### src/rtl/canch_pkg.sv
package canch_pkg;
  typedef enum logic [1:0] {
    ST_OFF   = 2'd0,
    ST_WAIT  = 2'd1,
    ST_LIVE  = 2'd2,
    ST_DRAIN = 2'd3
  } chan_st_e;

  localparam logic [1:0] A_CTL  = 2'd0;
  localparam logic [1:0] A_CFG  = 2'd1;
  localparam logic [1:0] A_BASE = 2'd2;
  localparam logic [1:0] A_PAR  = 2'd3;

  localparam int B_EN   = 0;
  localparam int B_INIT = 1;
endpackage

### src/rtl/canch_ctlregs.sv
module canch_ctlregs
  import canch_pkg::*;
#(
  parameter int DW    = 16,
  parameter int OPT_W = 2,
  localparam int CTL_W = OPT_W + 2
) (
  input  logic             clk,
  input  logic             rst,
  input  logic             wr,
  input  logic [1:0]       addr,
  input  logic [DW-1:0]    wdata,
  input  logic             status_en,
  output logic [CTL_W-1:0] ctl_q,
  output logic [DW-1:0]    cfg_q,
  output logic [DW-1:0]    base_q,
  output logic [DW-1:0]    par_q,
  output logic             clr_pulse
);
  always_ff @(posedge clk) begin
    if (rst) begin
      ctl_q     <= '0;
      cfg_q     <= '0;
      base_q    <= '0;
      par_q     <= '0;
      clr_pulse <= 1'b0;
    end else begin
      clr_pulse <= 1'b0;
      if (wr) begin
        case (addr)
          A_CTL: begin
            if (!ctl_q[B_INIT]) begin
              if (wdata[B_INIT]) begin
                // entering init: wipe user state, keep cfg/base
                ctl_q         <= '0;
                ctl_q[B_INIT] <= 1'b1;
                par_q         <= '0;
                clr_pulse     <= 1'b1;
              end else begin
                ctl_q <= {wdata[CTL_W-1:2], 1'b0, wdata[B_EN]};
              end
            end else if (!wdata[B_INIT] && !status_en) begin
              // locked: only release, and only when disabled
              ctl_q[B_INIT] <= 1'b0;
            end
          end
          A_CFG:   cfg_q  <= wdata;
          A_BASE:  base_q <= wdata;
          default: par_q  <= wdata;
        endcase
      end
    end
  end
endmodule

### src/rtl/canch_idle_det.sv
module canch_idle_det #(
  parameter int IDLE_BITS = 11,
  localparam int CW = $clog2(IDLE_BITS + 1)
) (
  input  logic clk,
  input  logic rst,
  input  logic clr,
  input  logic run,
  input  logic tick,
  input  logic rx,
  output logic idle_ok
);
  localparam logic [CW-1:0] LIM = CW'(IDLE_BITS);

  logic [CW-1:0] cnt;

  always_ff @(posedge clk) begin
    if (rst || clr || !run) begin
      cnt <= '0;
    end else if (tick) begin
      if (!rx)             cnt <= '0;
      else if (cnt != LIM) cnt <= cnt + 1'b1;
    end
  end

  assign idle_ok = (cnt == LIM);
endmodule

### src/rtl/canch_enable_fsm.sv
module canch_enable_fsm
  import canch_pkg::*;
(
  input  logic       clk,
  input  logic       rst,
  input  logic       en_req,
  input  logic       idle_ok,
  input  logic       frame_bnd,
  output logic [1:0] state_o,
  output logic       status_en,
  output logic       run
);
  chan_st_e st;

  always_ff @(posedge clk) begin
    if (rst) begin
      st        <= ST_OFF;
      status_en <= 1'b0;
    end else begin
      case (st)
        ST_OFF:  if (en_req) st <= ST_WAIT;
        ST_WAIT: begin
          if (!en_req) begin
            st <= ST_OFF;
          end else if (idle_ok) begin
            st        <= ST_LIVE;
            status_en <= 1'b1;
          end
        end
        ST_LIVE: if (!en_req) st <= ST_DRAIN;
        default: begin
          if (frame_bnd) begin
            st        <= ST_OFF;
            status_en <= 1'b0;
          end
        end
      endcase
    end
  end

  assign state_o = st;
  assign run     = (st == ST_WAIT);
endmodule

### src/rtl/canch_lifecycle.sv
module canch_lifecycle
  import canch_pkg::*;
#(
  parameter int DW        = 16,
  parameter int OPT_W     = 2,
  parameter int IDLE_BITS = 11,
  localparam int CTL_W    = OPT_W + 2
) (
  input  logic             clk,
  input  logic             rst,
  input  logic             reg_wr,
  input  logic [1:0]       reg_addr,
  input  logic [DW-1:0]    reg_wdata,
  input  logic             bit_tick,
  input  logic             rx_bit,
  input  logic             frame_bnd,
  output logic [CTL_W-1:0] ctl_q,
  output logic [DW-1:0]    cfg_q,
  output logic [DW-1:0]    base_q,
  output logic [DW-1:0]    par_q,
  output logic             status_en,
  output logic [1:0]       chan_state,
  output logic             clr_pulse
);
  logic run, idle_ok, en_req;

  canch_ctlregs #(.DW(DW), .OPT_W(OPT_W)) u_regs (
    .clk(clk), .rst(rst), .wr(reg_wr), .addr(reg_addr), .wdata(reg_wdata),
    .status_en(status_en), .ctl_q(ctl_q), .cfg_q(cfg_q), .base_q(base_q),
    .par_q(par_q), .clr_pulse(clr_pulse)
  );

  assign en_req = ctl_q[B_EN] & ~ctl_q[B_INIT];

  canch_idle_det #(.IDLE_BITS(IDLE_BITS)) u_idle (
    .clk(clk), .rst(rst), .clr(clr_pulse), .run(run), .tick(bit_tick),
    .rx(rx_bit), .idle_ok(idle_ok)
  );

  canch_enable_fsm u_fsm (
    .clk(clk), .rst(rst), .en_req(en_req), .idle_ok(idle_ok),
    .frame_bnd(frame_bnd), .state_o(chan_state), .status_en(status_en),
    .run(run)
  );
endmodule

### config.mk
export PLATFORM = sky130hd
export DESIGN_NAME = canch_lifecycle
export DESIGN_NICKNAME = d
export VERILOG_FILES = /design/src/rtl/canch_pkg.sv /design/src/rtl/canch_ctlregs.sv /design/src/rtl/canch_idle_det.sv /design/src/rtl/canch_enable_fsm.sv /design/src/rtl/canch_lifecycle.sv
export SDC_FILE = /design/constraint.sdc
export NUM_CORES = 1
export LEC_CHECK = 0
export BUFFER_PORTS_ARGS = -buffer_cell sky130_fd_sc_hd__buf_2
export CELL_PAD_IN_SITES_DETAIL_PLACEMENT = 1
export CELL_PAD_IN_SITES_GLOBAL_PLACEMENT = 2
export CORE_MARGIN = 3
export CORE_UTILIZATION = 30
export CTS_CLUSTER_SIZE = 10
export DETAILED_ROUTE_END_ITERATION = 7
export GPL_TIMING_DRIVEN = 0
export PLACE_DENSITY = 0.91
export RECOVER_POWER = 25
export SLEW_MARGIN = 20
export SYNTH_ARGS = -nofsm -noshare
export SYNTH_HDL_FRONTEND = slang
export SYNTH_HIERARCHICAL = 1
export SYNTH_SLANG_ARGS = --single-unit
### constraint.sdc
create_clock -name clk -period 3.9 [get_ports clk]
set_input_delay 1.17 -clock clk [delete_from_list [all_inputs] [get_ports clk]]
set_output_delay 1.17 -clock clk [all_outputs]
set_load 0.05 [all_outputs]
==> results.toml <==
[layout]
drive_gt1_share_pct = 26.0
fillers = 929
areaGrowthSynthToFinish_pct = 29.1
nets = 365
num_antenna_cells = 0
fin_area_um2 = 2920

[clocking]
clk_path_buf_depth = 2
clk_pin_slew_ps = 60
htree_levels = 3
numCtsBuffers = 9
tritoncts = "done"
cts_root_buf = "clkbuf_8"
clock_latency_ps = 330
ctsResizeCount = 0
ctsHoldBuffers = 0
cts_setup_buffers = 0
clkSinkCount = 60

[yosys]
synth_area_leader_cell = "dfxtp_1"
yosys.area_share.adder_pct = 2.21
synth-simple-area-share_pct = 21.8
ys_types = 35
synth_xor_area_share_pct = 0
ys_top_cells_by_count = "nand2_1, dfxtp_1, a21oi_1"
synth_top_cells_by_area = "dfxtp_1, nand2_1, a21oi_1"
synthMuxAreaShare_pct = 0.663
ys_async_sr_fraction_pct = 0
synth_top_family_by_area = "simple AND/OR/NAND/NOR gates"
synth_area_per_cell_um2 = 9.16
synth_compound_area_share_pct = 19.1
yosysTopAreaCellShare_pct = 53.1
ys_seq_area_share_pct = 53.1
syn_nets = 275
syn_inst = 247
yosysMostFrequentCell = "nand2_1"
synth-seq-cells = 60
syn-cell-area_um2 = 2260
yosys_warnings = 6
synth-edff-count = 0
synth_ff_type = "dfxtp_1"

[critical_path]
critPathKind = "input pin to flop"
cpPeakStageDelay_ps = 320
slowest_stage = "o22ai_2"
cp_cell_sequence = "clkbuf_1 -> inv_1 -> ha_1 -> and2b_1 -> o22ai_2 -> buf_2 -> a22o_1"
crit_path_max_fanout = 10
critical_path_required_ps = 4170
cp-start-kind = "input pin"
cp-end-kind = "flop"
cp.arrival_ps = 2620

[job]
maxCapViolations = 0

[pwr]
powerDensity_nw_per_um2 = 467
vdd_drop_max_mv = 0.189
leakagePower_uw = 0.00124

[sta]
worst_pin_slew_ps = 640
finalSetupTns_ps = 0
slew_headroom_pct = 57.5
fin_worst_skew_ps = 6.41
fin_crit_ps = 2350
rsz0062_at_grt = "false"
finalHoldViolCount = 0
slew_viol_final = 0
finalSetupViolations = 0
max_freq_mhz = 426
post-route-period-util_pct = 60.2

[drt]
viasPerCell = 4.68
wl_per_cell_um = 15.6
firstDrtPassIters = 4
ant_nets = 0
drt_iter0_drc = 75
vias = 2062
wirelength_um = 6860
drc = 0

[floorplan]
die_area_um2 = 8620
num_rows = 31
ios = 80
die_h_um = 92.9
start_util_pct = 31.0
die_width_um = 92.9
core_um2 = 7290

[global_route]
grt_pass1_vias = 2043
antenna_found_initial = 0
grt_use_total_pct = 16.3
overflow = 0
grt_max_degree = 11
grt_pass1_wl_um = 10900

[placed_design]
hpwl_um = 5060
place.gp.congestion = 0.747
placed_area_um2 = 2780
io_buffers = 79

[hold_path]
hold_class = "flop to flop"

[status]
outcome = "complete, no violations"
[worst paths after layout]
kind	start	to	slack, ps	cells past startpoint
max reg2reg	u_idle/cnt[0]	u_fsm/state_o[0]	2310	4
max	reg_addr[0]	u_regs/par_q[14]	1550	7
min	u_regs/base_q[14]	u_regs/base_q[14]	450	2
min reg2reg	u_regs/base_q[14]	u_regs/base_q[14]	450	2
[layer usage]
layer	up-vias	GRT usage, %	share of wire, %
li1	1027	-	-
met1	983	21.7	47
met2	41	25.3	48
met3	11	2.92	2.7
met4	0	8.06	2.0
met5	-	0	0
[critical path: cells and delay by family]
family                     cells  cell delay (ps)
buffers and inverters          3              490
adders and majority gates      1              270
AOI/OAI and AO/OA              2              500
and+or+nand+nor                1              190
[power by group]
group	total, uW	switching, uW	internal, uW
sequential	649	13.2	635
clock	528	238	289
combinational	189	142	47.0
[flip-flops by register name, summed over array words and instances, names as in the netlist]
register / cells
u_fsm/state_o: 2
u_regs/par_q: 16
u_fsm/status_en: 1
u_regs/base_q: 16
u_regs/clr_pulse: 1
u_regs/cfg_q: 16
u_regs/ctl_q: 4
u_idle/cnt: 4
[area by class of cell]
cell class,instances,area [um^2],area share (%)
Clock inverter,6,55.1,1.88
Clock buffer,10,128,4.37
Tap cell,99,124,4.24
Multi-Input combinational cell,172,973,33.3
Buffer,12,57.6,1.97
Timing Repair Buffer,79,373,12.8
Inverter,3,11.3,0.385
Sequential cell,60,1200,41.1
[through the flow]
| step | cells | util, % | hold WS, ps | worst slack, ps | power (uW) |
|---|---|---|---|---|---|
| after floorplan | 247 | - | 466 | 1590 | 790 |
| after global placement | 425 | 38.2 | 440 | 1260 | 851 |
| after detailed placement | 425 | 38.2 | 444 | 1240 | 855 |
| after CTS | 441 | 40.7 | 453 | 1580 | 1390 |
| after global routing | 441 | 40.1 | 478 | 1460 | 1430 |
| final | 441 | 40.1 | 452 | 1550 | 1370 |
[logic make-up (layout without fill, tap and decap cells)]
family,count (synthesis),in the layout
buffers and inverters,15,110
multiplexers,1,1
AO/OA/AOI/OAI,66,66
AND/OR/NAND/NOR,101,101
flip-flops,60,60
adder cells (fa/ha/maj),4,4
[placed cells by master, fill, tap and decap left out, types with 3 or more instances in the layout]
cell type | netlist | routed
buf_1 | 3 | 3
dfxtp_1 | 60 | 60
nor2b_1 | 3 | 3
buf_2 | 5 | 65
a21oi_1 | 40 | 40
clkbuf_1 | 3 | 23
inv_1 | 3 | 3
nand3_1 | 3 | 3
o21ai_0 | 4 | 4
a22o_1 | 16 | 16
nand2_1 | 73 | 73
clkbuf_8 | 0 | 9
or3b_1 | 4 | 4
ha_1 | 4 | 4
clkinv_2 | 0 | 5
Power figures use the tool's default switching activity.
